`config.mk`:
```
export PLATFORM = sky130hd
export DESIGN_NAME = rev_unit
export DESIGN_NICKNAME = d
export VERILOG_FILES = /design/src/rtl/rev_unit_pkg.sv /design/src/rtl/rev_field_decode.sv /design/src/rtl/rev_lane_permute.sv /design/src/rtl/rev_unit.sv
export SDC_FILE = /design/constraint.sdc
export NUM_CORES = 1
export LEC_CHECK = 0
export BUFFER_PORTS_ARGS = -buffer_cell sky130_fd_sc_hd__buf_2
export CELL_PAD_IN_SITES_DETAIL_PLACEMENT = 0
export CELL_PAD_IN_SITES_GLOBAL_PLACEMENT = 1
export CORE_MARGIN = 2
export CORE_UTILIZATION = 42
export CTS_CLUSTER_DIAMETER = 30
export DETAILED_ROUTE_END_ITERATION = 6
export PLACE_DENSITY_LB_ADDON = 0.1
export SYNTH_ARGS = -nofsm -noshare
export SYNTH_HDL_FRONTEND = slang
export SYNTH_HIERARCHICAL = 1
export SYNTH_SLANG_ARGS = --single-unit
```
`constraint.sdc`:
```
create_clock -name clk -period 6.7 [get_ports clk]
set_clock_uncertainty 0.2 [all_clocks]
set_input_delay 1.34 -clock clk [delete_from_list [all_inputs] [get_ports clk]]
set_output_delay 1.34 -clock clk [all_outputs]
set_load 0.1 [all_outputs]
```
`src/rtl/rev_unit_pkg.sv`:
```
package rev_unit_pkg;

  localparam int INSN_W      = 32;
  localparam int REG_IDX_W   = 5;
  localparam int MASK_W      = 3;

  localparam int POS_DST_LO  = 0;
  localparam int POS_SRC_LO  = 5;
  localparam int POS_CHI     = 12;
  localparam int POS_ESZ_LO  = 22;
  localparam int POS_CLO     = 29;
  localparam int POS_WIDE    = 30;

  typedef struct packed {
    logic [REG_IDX_W-1:0] dst;
    logic [REG_IDX_W-1:0] src;
    logic [1:0]           cont_code;
    logic [1:0]           elem_code;
    logic                 wide;
  } rev_fields_t;

  // log2 of container size in bits: 64 >> code
  function automatic logic [2:0] cont_log2(input logic [1:0] code);
    return 3'd6 - {1'b0, code};
  endfunction

  // log2 of element size in bits: 8 << code
  function automatic logic [2:0] elem_log2(input logic [1:0] code);
    return 3'd3 + {1'b0, code};
  endfunction

  function automatic logic is_undef(input logic [1:0] cc, input logic [1:0] ec);
    return cont_log2(cc) <= elem_log2(ec);
  endfunction

  // Byte-lane xor mask: (container_bytes-1) & ~(element_bytes-1)
  function automatic logic [MASK_W-1:0] lane_mask(input logic [1:0] cc,
                                                   input logic [1:0] ec);
    logic [MASK_W:0] cbytes;
    logic [MASK_W:0] ebytes;
    logic [MASK_W:0] m;
    cbytes = (MASK_W+1)'(8) >> cc;
    ebytes = (MASK_W+1)'(1) << ec;
    m      = (cbytes - (MASK_W+1)'(1)) & ~(ebytes - (MASK_W+1)'(1));
    return m[MASK_W-1:0];
  endfunction

endpackage

```
`src/rtl/rev_field_decode.sv`:
```
module rev_field_decode
  import rev_unit_pkg::*;
(
  input  logic [INSN_W-1:0] insn,
  output rev_fields_t       fields,
  output logic              undef,
  output logic [MASK_W-1:0] mask
);

  always_comb begin
    fields.dst       = insn[POS_DST_LO +: REG_IDX_W];
    fields.src       = insn[POS_SRC_LO +: REG_IDX_W];
    fields.cont_code = {insn[POS_CHI], insn[POS_CLO]};
    fields.elem_code = insn[POS_ESZ_LO +: 2];
    fields.wide      = insn[POS_WIDE];
  end

  assign undef = is_undef(fields.cont_code, fields.elem_code);
  assign mask  = lane_mask(fields.cont_code, fields.elem_code);

endmodule

```
`src/rtl/rev_lane_permute.sv`:
```
module rev_lane_permute
  import rev_unit_pkg::*;
#(
  parameter int DATA_W = 128
)(
  input  logic [DATA_W-1:0] data_in,
  input  logic [MASK_W-1:0] mask,
  input  logic              wide,
  output logic [DATA_W-1:0] data_out
);

  localparam int LANES  = DATA_W / 8;
  localparam int LANE_W = $clog2(LANES);
  localparam int HALF   = LANES / 2;

  for (genvar i = 0; i < LANES; i++) begin : g_lane
    logic [LANE_W-1:0] src_lane;
    logic              keep;
    assign src_lane = LANE_W'(i) ^ LANE_W'(mask);
    assign keep     = wide || (i < HALF);
    always_comb begin
      data_out[i*8 +: 8] = keep ? data_in[src_lane*8 +: 8] : 8'h00;
    end
  end

endmodule

```
`src/rtl/rev_unit.sv`:
```
module rev_unit
  import rev_unit_pkg::*;
#(
  parameter int DATA_W = 128
)(
  input  logic                 clk,
  input  logic                 rst,
  input  logic                 in_valid,
  input  logic [INSN_W-1:0]    in_insn,
  input  logic [DATA_W-1:0]    in_src,
  input  logic                 in_en,
  output logic                 out_valid,
  output logic                 out_wr_en,
  output logic [REG_IDX_W-1:0] out_dst,
  output logic [DATA_W-1:0]    out_result,
  output logic                 out_undef,
  output logic                 out_trap
);

  rev_fields_t       dec_fields;
  logic              dec_undef;
  logic [MASK_W-1:0] dec_mask;
  logic [DATA_W-1:0] perm_data;

  // Named events for the checker
  logic ev_trap;
  logic ev_undef;
  logic ev_write;

  rev_field_decode u_dec (
    .insn   (in_insn),
    .fields (dec_fields),
    .undef  (dec_undef),
    .mask   (dec_mask)
  );

  rev_lane_permute #(.DATA_W(DATA_W)) u_perm (
    .data_in  (in_src),
    .mask     (dec_mask),
    .wide     (dec_fields.wide),
    .data_out (perm_data)
  );

  assign ev_trap  = in_valid && !in_en;
  assign ev_undef = in_valid && in_en && dec_undef;
  assign ev_write = in_valid && in_en && !dec_undef;

  always_ff @(posedge clk) begin
    if (rst) begin
      out_valid  <= 1'b0;
      out_wr_en  <= 1'b0;
      out_undef  <= 1'b0;
      out_trap   <= 1'b0;
      out_dst    <= '0;
      out_result <= '0;
    end else begin
      out_valid  <= in_valid;
      out_wr_en  <= ev_write;
      out_undef  <= ev_undef;
      out_trap   <= ev_trap;
      out_dst    <= in_valid ? dec_fields.dst : out_dst;
      out_result <= ev_write ? perm_data : '0;
    end
  end

endmodule

```
==> flow_summary.yaml, run 1 <==
sta:
  finalCritPeriodShare_pct: 61.1
  tightest_slew_ps: 1280
  min_period_ps: 4100
  maxSlewHeadroom_pct: 14.5
  setup_tns_ps: 0
  setup_viol: 0
  drv_slew: 0
  clock.fmax_mhz: 244
  finalHoldViolCount: 0
  rsz0062_at_grt: "false"
worst_setup_path:
  rr_startpoint: "out_dst[3]"
  path_class: "input port to flip-flop"
  cp-end-kind: "flip-flop"
  crit_fanout: 49
  cp-start-kind: "input port"
  crit_start: "in_insn[22]"
  critPathArrivalTime_ps: 4200
  worstPathRequired_ps: 6800
floorplan:
  rows: 52
  die-area_um2: 21700
  die_x_um: 147
  ios: 301
  fp.dieH_um: 147
  coreArea_um2: 20200
  initial_core_util_pct: 42.8
grt:
  grtUsageMet2_pct: 37.5
  grt_pass1_vias: 6784
  busiest_layer: "met2"
  grt_max_degree: 79
  grt_pass1_wl_um: 36600
  grt.total_usage_pct: 21.6
  grt_overflow: 0
  antenna_found_initial: 6
  use_met1_pct: 25.3
  met3_usage_pct: 7.24
finish:
  drive_gt1_share_pct: 53.4
  area_growth_pct: 22.7
  final_core_util_pct: 52.5
  final_nets: 1183
clock_tree:
  clk-insertion-delay-late_ps: 420
  cts_max_level: 4
  path_clk_slew_ps: 60
  ctsLongestPathBuffers: 2
  ctsResizeCount: 0
  hold_buffers: 0
  postCtsSetupRepairBufs: 0
  numCtsBuffers: 17
  clock-root-buffer: "clkbuf_16"
  cts_tree: "done"
  numClockSinks: 137
min_path:
  min_from: "out_dst[2]"
  hold_path.class: "flip-flop to flip-flop"
detailed_routing:
  vias_per_cell: 5.49
  vias: 7102
  wl_um: 24100
  drc: 0
  ant_nets: 0
  dr.first_iter.drc_count: 351
  wl_per_cell_um: 18.7
  drtPass1Iterations: 5
logic_synthesis:
  synthCells: 785
  yosysWarnings: 6
  postSynthNetCount: 959
  syn_avg_cell_area_um2: 11.0
  synth_area_um2: 8630
power_and_ir_drop:
  ir_drop_mv: 0.144
  power_density_nw_per_um2: 237
  power_leakage_nw: 4.64
placement:
  gp_congestion: 0.793
  io_buffers: 278
  place_hpwl_um: 17300
outcome:
  status: "finished clean"
flow_run:
  drv_cap: 0
[metrics by stage]
| step | setup WS (ps) | total power, mW | hold WS, ps | instance area, um2 | cells |
|---|---|---|---|---|---|
| floorplan | 3240 | 1.43 | 771 | 8630 | 785 |
| finish | 2600 | 2.51 | 285 | 10600 | 1293 |
| CTS | 2490 | 2.53 | 294 | 10600 | 1291 |
| global route | 2230 | 2.62 | 330 | 10600 | 1292 |
| global placement | 2080 | 1.56 | 271 | 9980 | 1260 |
| detailed placement | 2040 | 1.56 | 279 | 9980 | 1260 |
[final cells by class]
type                            instances  area, um2
Timing Repair Buffer                  287       1460
Sequential cell                       137       2740
Clock buffer                           20        457
Multi-Input combinational cell        558       5410
Antenna cell                            2       5.00
Clock inverter                         11        148
Tap cell                              270        338
Inverter                                8       30.0
Fill cell                            1884       9580
[registers in the layout (all words and copies together) (netlist names)]
| signal | count |
|---|---|
| out_wr_en | 1 |
| out_trap | 1 |
| out_result | 128 |
| out_undef | 1 |
| out_valid | 1 |
| out_dst | 5 |
[critical path: stages]
cell and delay [ps]:
buf_2 120, inv_1 70, ha_1 230, nor2b_4 220, buf_4 700, clkinv_1 490, buf_4 390, mux4_2 460
and2_1 150
[power breakdown]
| group | leakage, nW | internal [mW] | switching, mW |
|---|---|---|---|
| registers | 1.11 | 0.835 | 0.00532 |
| clock network | 0.284 | 0.603 | 0.364 |
| logic | 3.25 | 0.294 | 0.413 |
[final timing paths]
| path | slack [ps] | cells after the start | end |
|---|---|---|---|
| min reg2reg | 290 | 2 | out_dst[2] |
| max reg2reg | 5880 | 2 | out_dst[3] |
| min | 290 | 2 | out_dst[2] |
| max | 2600 | 9 | out_result[28] |
[cell usage in the layout, fill, tap and decap left out, types with 10 or more instances in the layout]
master and instances:
and2_1 101, buf_2 278, mux2_2 86, nor3_1 57, mux4_2 64, nor2_1 14
dfxtp_1 137, o22ai_1 105, mux2_4 42, and2_2 27, clkbuf_16 17, mux2i_1 12
ha_1 10
[layer usage]
layer / vias to the layer above / routed length, um
met5: - / 40
met4: 8 / 466
met3: 34 / 1850
met2: 256 / 12200
met1: 3409 / 9570
li1: 3395 / -
Note: power is estimated with default switching activity, not from simulation.
==> run 2: changes to the inputs <==
Settings changed: CORE_UTILIZATION 42 to 35.
Clock period 6.7 ns to 3.73 ns, I/O delays scaled along.
==> run 2 against run 1 <==
  * Critical path depth unchanged
  * Sequential power up 80%
  * First-iteration DRC count up 15%
  * Setup slack worse by 1700 ps
  * Highest routed layer unchanged
  * Critical endpoint is now out_result[18]
  * Non-clock buffer count up 11
==> flow_summary.yaml, run 2 (synthesized netlist as in run 1, its figures left out) <==
outcome:
  status: "finished clean"
sta:
  clock.fmax_mhz: 351
  drv_slew: 0
  setup_tns_ps: 0
  min_period_ps: 2850
  maxSlewHeadroom_pct: 52.5
  rsz0062_at_grt: "false"
  tightest_slew_ps: 712
  finalHoldViolCount: 0
  finalCritPeriodShare_pct: 76.3
  fin_hold_ws_ps: 292
  setup_viol: 0
worst_setup_path:
  worstPathRequired_ps: 3840
  worst-r2r-setup-slack_ps: 2940
  crit_fanout: 64
  path_class: "input port to flip-flop"
  r2r-end: "out_dst[2]"
  critPathMaxStageDelay_ps: 460
  reg2reg_depth: 2
  worstPathCellList: "buf_2, inv_1, ha_1, xor2_1, nor2_4, buf_12, mux2_2, mux4_2, and2_2"
  cp-end-kind: "flip-flop"
  cp_slowest_cell: "mux4_2"
  critPathArrivalTime_ps: 2950
  cp-start-kind: "input port"
  worstSetupEndpoint: "out_result[18]"
  rr_startpoint: "out_dst[2]"
  crit_start: "in_insn[29]"
grt:
  grt_max_degree: 104
  grt.total_usage_pct: 18.9
  grt_pass1_vias: 6820
  grt_pass1_wl_um: 38300
  antenna_found_initial: 10
  grt_overflow: 0
finish:
  final_nets: 1194
  multi_input_area_um2: 5410
  num-fill-cells: 2394
  area_growth_pct: 25.2
  largest-register: "out_result"
  final-seq-area_um2: 2740
  drive_gt1_share_pct: 53.9
  reg.largest.list: "out_result x128, out_dst x5"
  largest_reg_flops: 128
  instances_no_fill: 1363
  layout_commonest_cell: "buf_2"
  final_cell_mix: "buf_2 (278), dfxtp_1 (137), o22ai_1 (105)"
min_path:
  hold_path_depth: 2
  hold_path.class: "flip-flop to flip-flop"
placement:
  dp.cells: 1325
  place_hpwl_um: 18400
  io_buffers: 278
  gp_congestion: 0.802
detailed_routing:
  drc: 0
  ant_nets: 0
  dr.first_iter.drc_count: 403
  vias: 7199
  vias_per_cell: 5.28
  wl_per_cell_um: 18.4
  wl_um: 25100
  drtPass1Iterations: 4
clock_tree:
  ctsLongestPathBuffers: 2
  hold_buffers: 0
  numCtsBuffers: 17
  numClockSinks: 137
  path_clk_slew_ps: 60
  clock-root-buffer: "clkbuf_16"
  clk-insertion-delay-late_ps: 420
  cts_tree: "done"
  postCtsSetupRepairBufs: 0
  ctsResizeCount: 0
  cts_max_level: 4
power_and_ir_drop:
  ir_drop_mv: 0.247
  p_total_mw: 4.42
  power_leakage_nw: 4.71
  power_density_nw_per_um2: 409
floorplan:
  fp.dieH_um: 161
  initial_core_util_pct: 35.6
  die-area_um2: 25900
  coreArea_um2: 24200
  ios: 301
  die_x_um: 161
  rows: 57
flow_run:
  drv_cap: 0
-- run 2: cell types whose count changed in the layout (fill, tap and decap cells not counted) --
cell	previous run	this run
buf_12	0	8
buf_4	9	12
bufinv_16	3	1
clkinv_2	2	4
clkinvlp_4	4	3
diode_2	2	7
inv_6	0	1
-- run 2: worst min path at each step --
| stage | slack, ps | endpoint | startpoint |
|---|---|---|---|
| floorplan | 620 | out_trap | in_en |
| global placement | 270 | out_dst[4] | out_dst[4] |
| detailed placement | 280 | out_dst[4] | out_dst[4] |
| CTS | 290 | out_trap | in_en |
| global route | 290 | out_trap | in_en |
| finish | 290 | out_dst[1] | out_dst[1] |
-- run 2: per-layer routing --
| layer | up-vias | global-route usage, % | share of wire [%] |
|---|---|---|---|
| li1 | 3431 | - | - |
| met1 | 3443 | 22.9 | 40 |
| met2 | 283 | 32.2 | 49 |
| met3 | 34 | 6.11 | 8.3 |
| met4 | 8 | 5.64 | 1.9 |
| met5 | - | 0 | 0.19 |
-- run 2: stage by stage --
stage          area (um2)  setup WS (ps)  utilization, %
3_3_place_gp        10200            472            42.2
6_report            10800            883            44.6
3_5_place_dp        10200            458            42.2
4_1_cts             10800            906            44.5
5_1_grt             10800            757            44.5
2_1_floorplan        8630            865               -
-- run 2: worst max-delay path: cells and delay by family --
family | cells | cell delay [ps]
multiplexers | 2 | 890
buffers and inverters | 3 | 520
AND/OR/NAND/NOR | 2 | 320
adder cells (fa/ha/maj) | 1 | 190
XOR/XNOR | 1 | 180
-- run 2: power breakdown --
part	switching (mW)	internal (mW)	leakage, nW
sequential	0.00932	1.50	1.11
combinational	0.755	0.548	3.33
clock	0.658	0.948	0.268
-- run 2: area by class of cell --
type / count / area share [%]
tap: 324 / 3.75
timing repair buffer: 298 / 15.2
sequential: 137 / 25.4
antenna: 7 / 0.162
inverter: 8 / 0.278
clock buffer: 20 / 4.23
multi-input combinational: 558 / 50.1
clock inverter: 11 / 0.915
==> run 3: changes to the inputs <==
Settings changed: CORE_UTILIZATION 35 to 39.
Clock period 3.73 ns to 2.8 ns, I/O delays scaled along.
==> run 3 against run 2 <==
  * Clock power grew 45%
  * Register-to-register slack lost 920 ps
  * Sequential share of layout area shrank 0.78 points
  * First-iteration DRC count shrank 36%
==> flow_summary.yaml, run 3 (synthesized netlist as in run 1, its figures left out) <==
sta:
  maxSlewHeadroom_pct: 53.1
  tightest_slew_ps: 704
  drv_slew: 0
  fin_hold_ws_ps: 116
  min_period_ps: 2470
  setup_tns_ps: 0
  finalHoldViolCount: 0
  clock.fmax_mhz: 404
  setup_ws_ps: 327
  setup_viol: 0
  rsz0062_at_grt: "false"
  finalCritPeriodShare_pct: 88.3
outcome:
  status: "finished clean"
worst_setup_path:
  critPathMaxStageDelay_ps: 460
  critical_path_depth: 10
  reg2reg_depth: 2
  worstPathRequired_ps: 2920
  critPathArrivalTime_ps: 2590
  cp_slowest_cell: "mux4_2"
  crit_family: "multiplexers"
  crit_top_cell: "buf_12"
  path_class: "input port to flip-flop"
  cp-end-kind: "flip-flop"
  cp-start-kind: "input port"
  cp_num_buf_inv: 4
  worstPathCellList: "buf_2, inv_1, ha_1, xor2_1, nor2_4, buf_12, buf_12, mux2_2, mux4_2, and2_2"
  crit_fanout: 15
power_and_ir_drop:
  p_seq_share_pct: 32.6
  p_clk_share_pct: 38.0
  power_density_nw_per_um2: 554
  ir_drop_mv: 0.382
  combPwrFrac_pct: 29.4
  p_switching_mw: 1.96
  sw_frac_of_total_pct: 31.8
  power.internal_mw: 4.21
  power_leakage_nw: 4.92
grt:
  grt_overflow: 0
  grt.total_usage_pct: 21.1
  antenna_found_initial: 8
  grt_pass1_wl_um: 38900
  grt_pass1_vias: 7112
  grt_max_degree: 57
floorplan:
  rows: 54
  fp.dieH_um: 153
  ios: 301
  initial_core_util_pct: 39.7
  die_x_um: 153
  coreArea_um2: 21800
  die-area_um2: 23300
detailed_routing:
  drc: 0
  ant_nets: 0
  vias: 7280
  drtPass1Iterations: 5
  wl_um: 25000
  wl_per_cell_um: 18.6
  dr.first_iter.drc_count: 257
  vias_per_cell: 5.40
placement:
  gp_congestion: 0.824
  pre_cts_ws_ps: -115
  io_buffers: 278
  place_hpwl_um: 18600
min_path:
  hold_path.class: "input port to flip-flop"
  hold_path_depth: 2
clock_tree:
  path_clk_slew_ps: 60
  ctsResizeCount: 0
  numCtsBuffers: 17
  cts_tree: "done"
  numClockSinks: 137
  clock-root-buffer: "clkbuf_16"
  ctsLongestPathBuffers: 2
  clk-insertion-delay-late_ps: 420
  hold_buffers: 0
  cts_max_level: 4
  postCtsSetupRepairBufs: 0
finish:
  area_growth_pct: 29.1
  final_nets: 1225
  reg.largest.list: "out_result x128, out_dst x5"
  largest-register: "out_result"
  layout_commonest_cell: "buf_2"
  num-fill-cells: 2090
  drive_gt1_share_pct: 55.2
  final_cell_mix: "buf_2 (278), dfxtp_1 (137), o22ai_1 (105)"
  largest_reg_flops: 128
flow_run:
  drv_cap: 0
==> run 3: changes by cell type in the layout (fill, tap and decap cells not counted), moves of 2 or more <==
cell	previous run	this run
bufinv_16	1	3
inv_6	1	3
buf_12	8	18
diode_2	7	3
clkbuf_8	2	0
buf_4	12	33
clkinv_2	4	1
==> run 3: path summary, 6_finish.rpt <==
kind / endpoint / slack [ps] / start
max: out_result[42] / 330 / in_insn[29]
min: out_trap / 120 / in_en
max reg2reg: out_dst[4] / 2020 / out_dst[4]
min reg2reg: out_dst[3] / 290 / out_dst[3]
==> run 3: cell type report <==
type	count	area, um2	share of cell area, %
Antenna cell	3	7.51	0.0674
Clock buffer	19	433	3.89
Clock inverter	13	170	1.53
Inverter	8	30.0	0.269
Multi-Input combinational cell	558	5410	48.6
Sequential cell	137	2740	24.6
Tap cell	280	350	3.14
Timing Repair Buffer	329	2000	17.9
==> run 3: routing by layer <==
| metal | global-route usage, % | vias up | share of wire, % |
|---|---|---|---|
| met5 | 0 | - | 0.25 |
| met4 | 7.50 | 10 | 2.2 |
| met3 | 6.29 | 36 | 7.0 |
| met2 | 36.9 | 263 | 51 |
| met1 | 24.6 | 3482 | 40 |
| li1 | - | 3489 | - |
==> run 3: stage by stage <==
step | total power, mW | area (um2) | cells | util (%)
after CTS | 6.25 | 11100 | 1344 | 51.2
after global routing | 6.44 | 11100 | 1345 | 51.2
after floorplan | 3.42 | 8630 | 785 | -
after global placement | 3.86 | 10500 | 1312 | 48.4
final | 6.17 | 11100 | 1347 | 51.2
after detailed placement | 3.87 | 10500 | 1312 | 48.4
==> run 3: worst reg2reg max path, stage by stage (launching register included) <==
cell	delay [ps]
dfxtp_1	310
mux2i_1	120
nor2_1	50
==> run 3: power by group through the flow <==
stage	combinational (mW)	clock, mW	sequential [mW]
global placement	1.80	0	2.05
CTS	1.82	2.42	2.01
detailed placement	1.81	0	2.05
floorplan	1.00	0	2.42
finish	1.82	2.34	2.01
global route	1.94	2.49	2.01
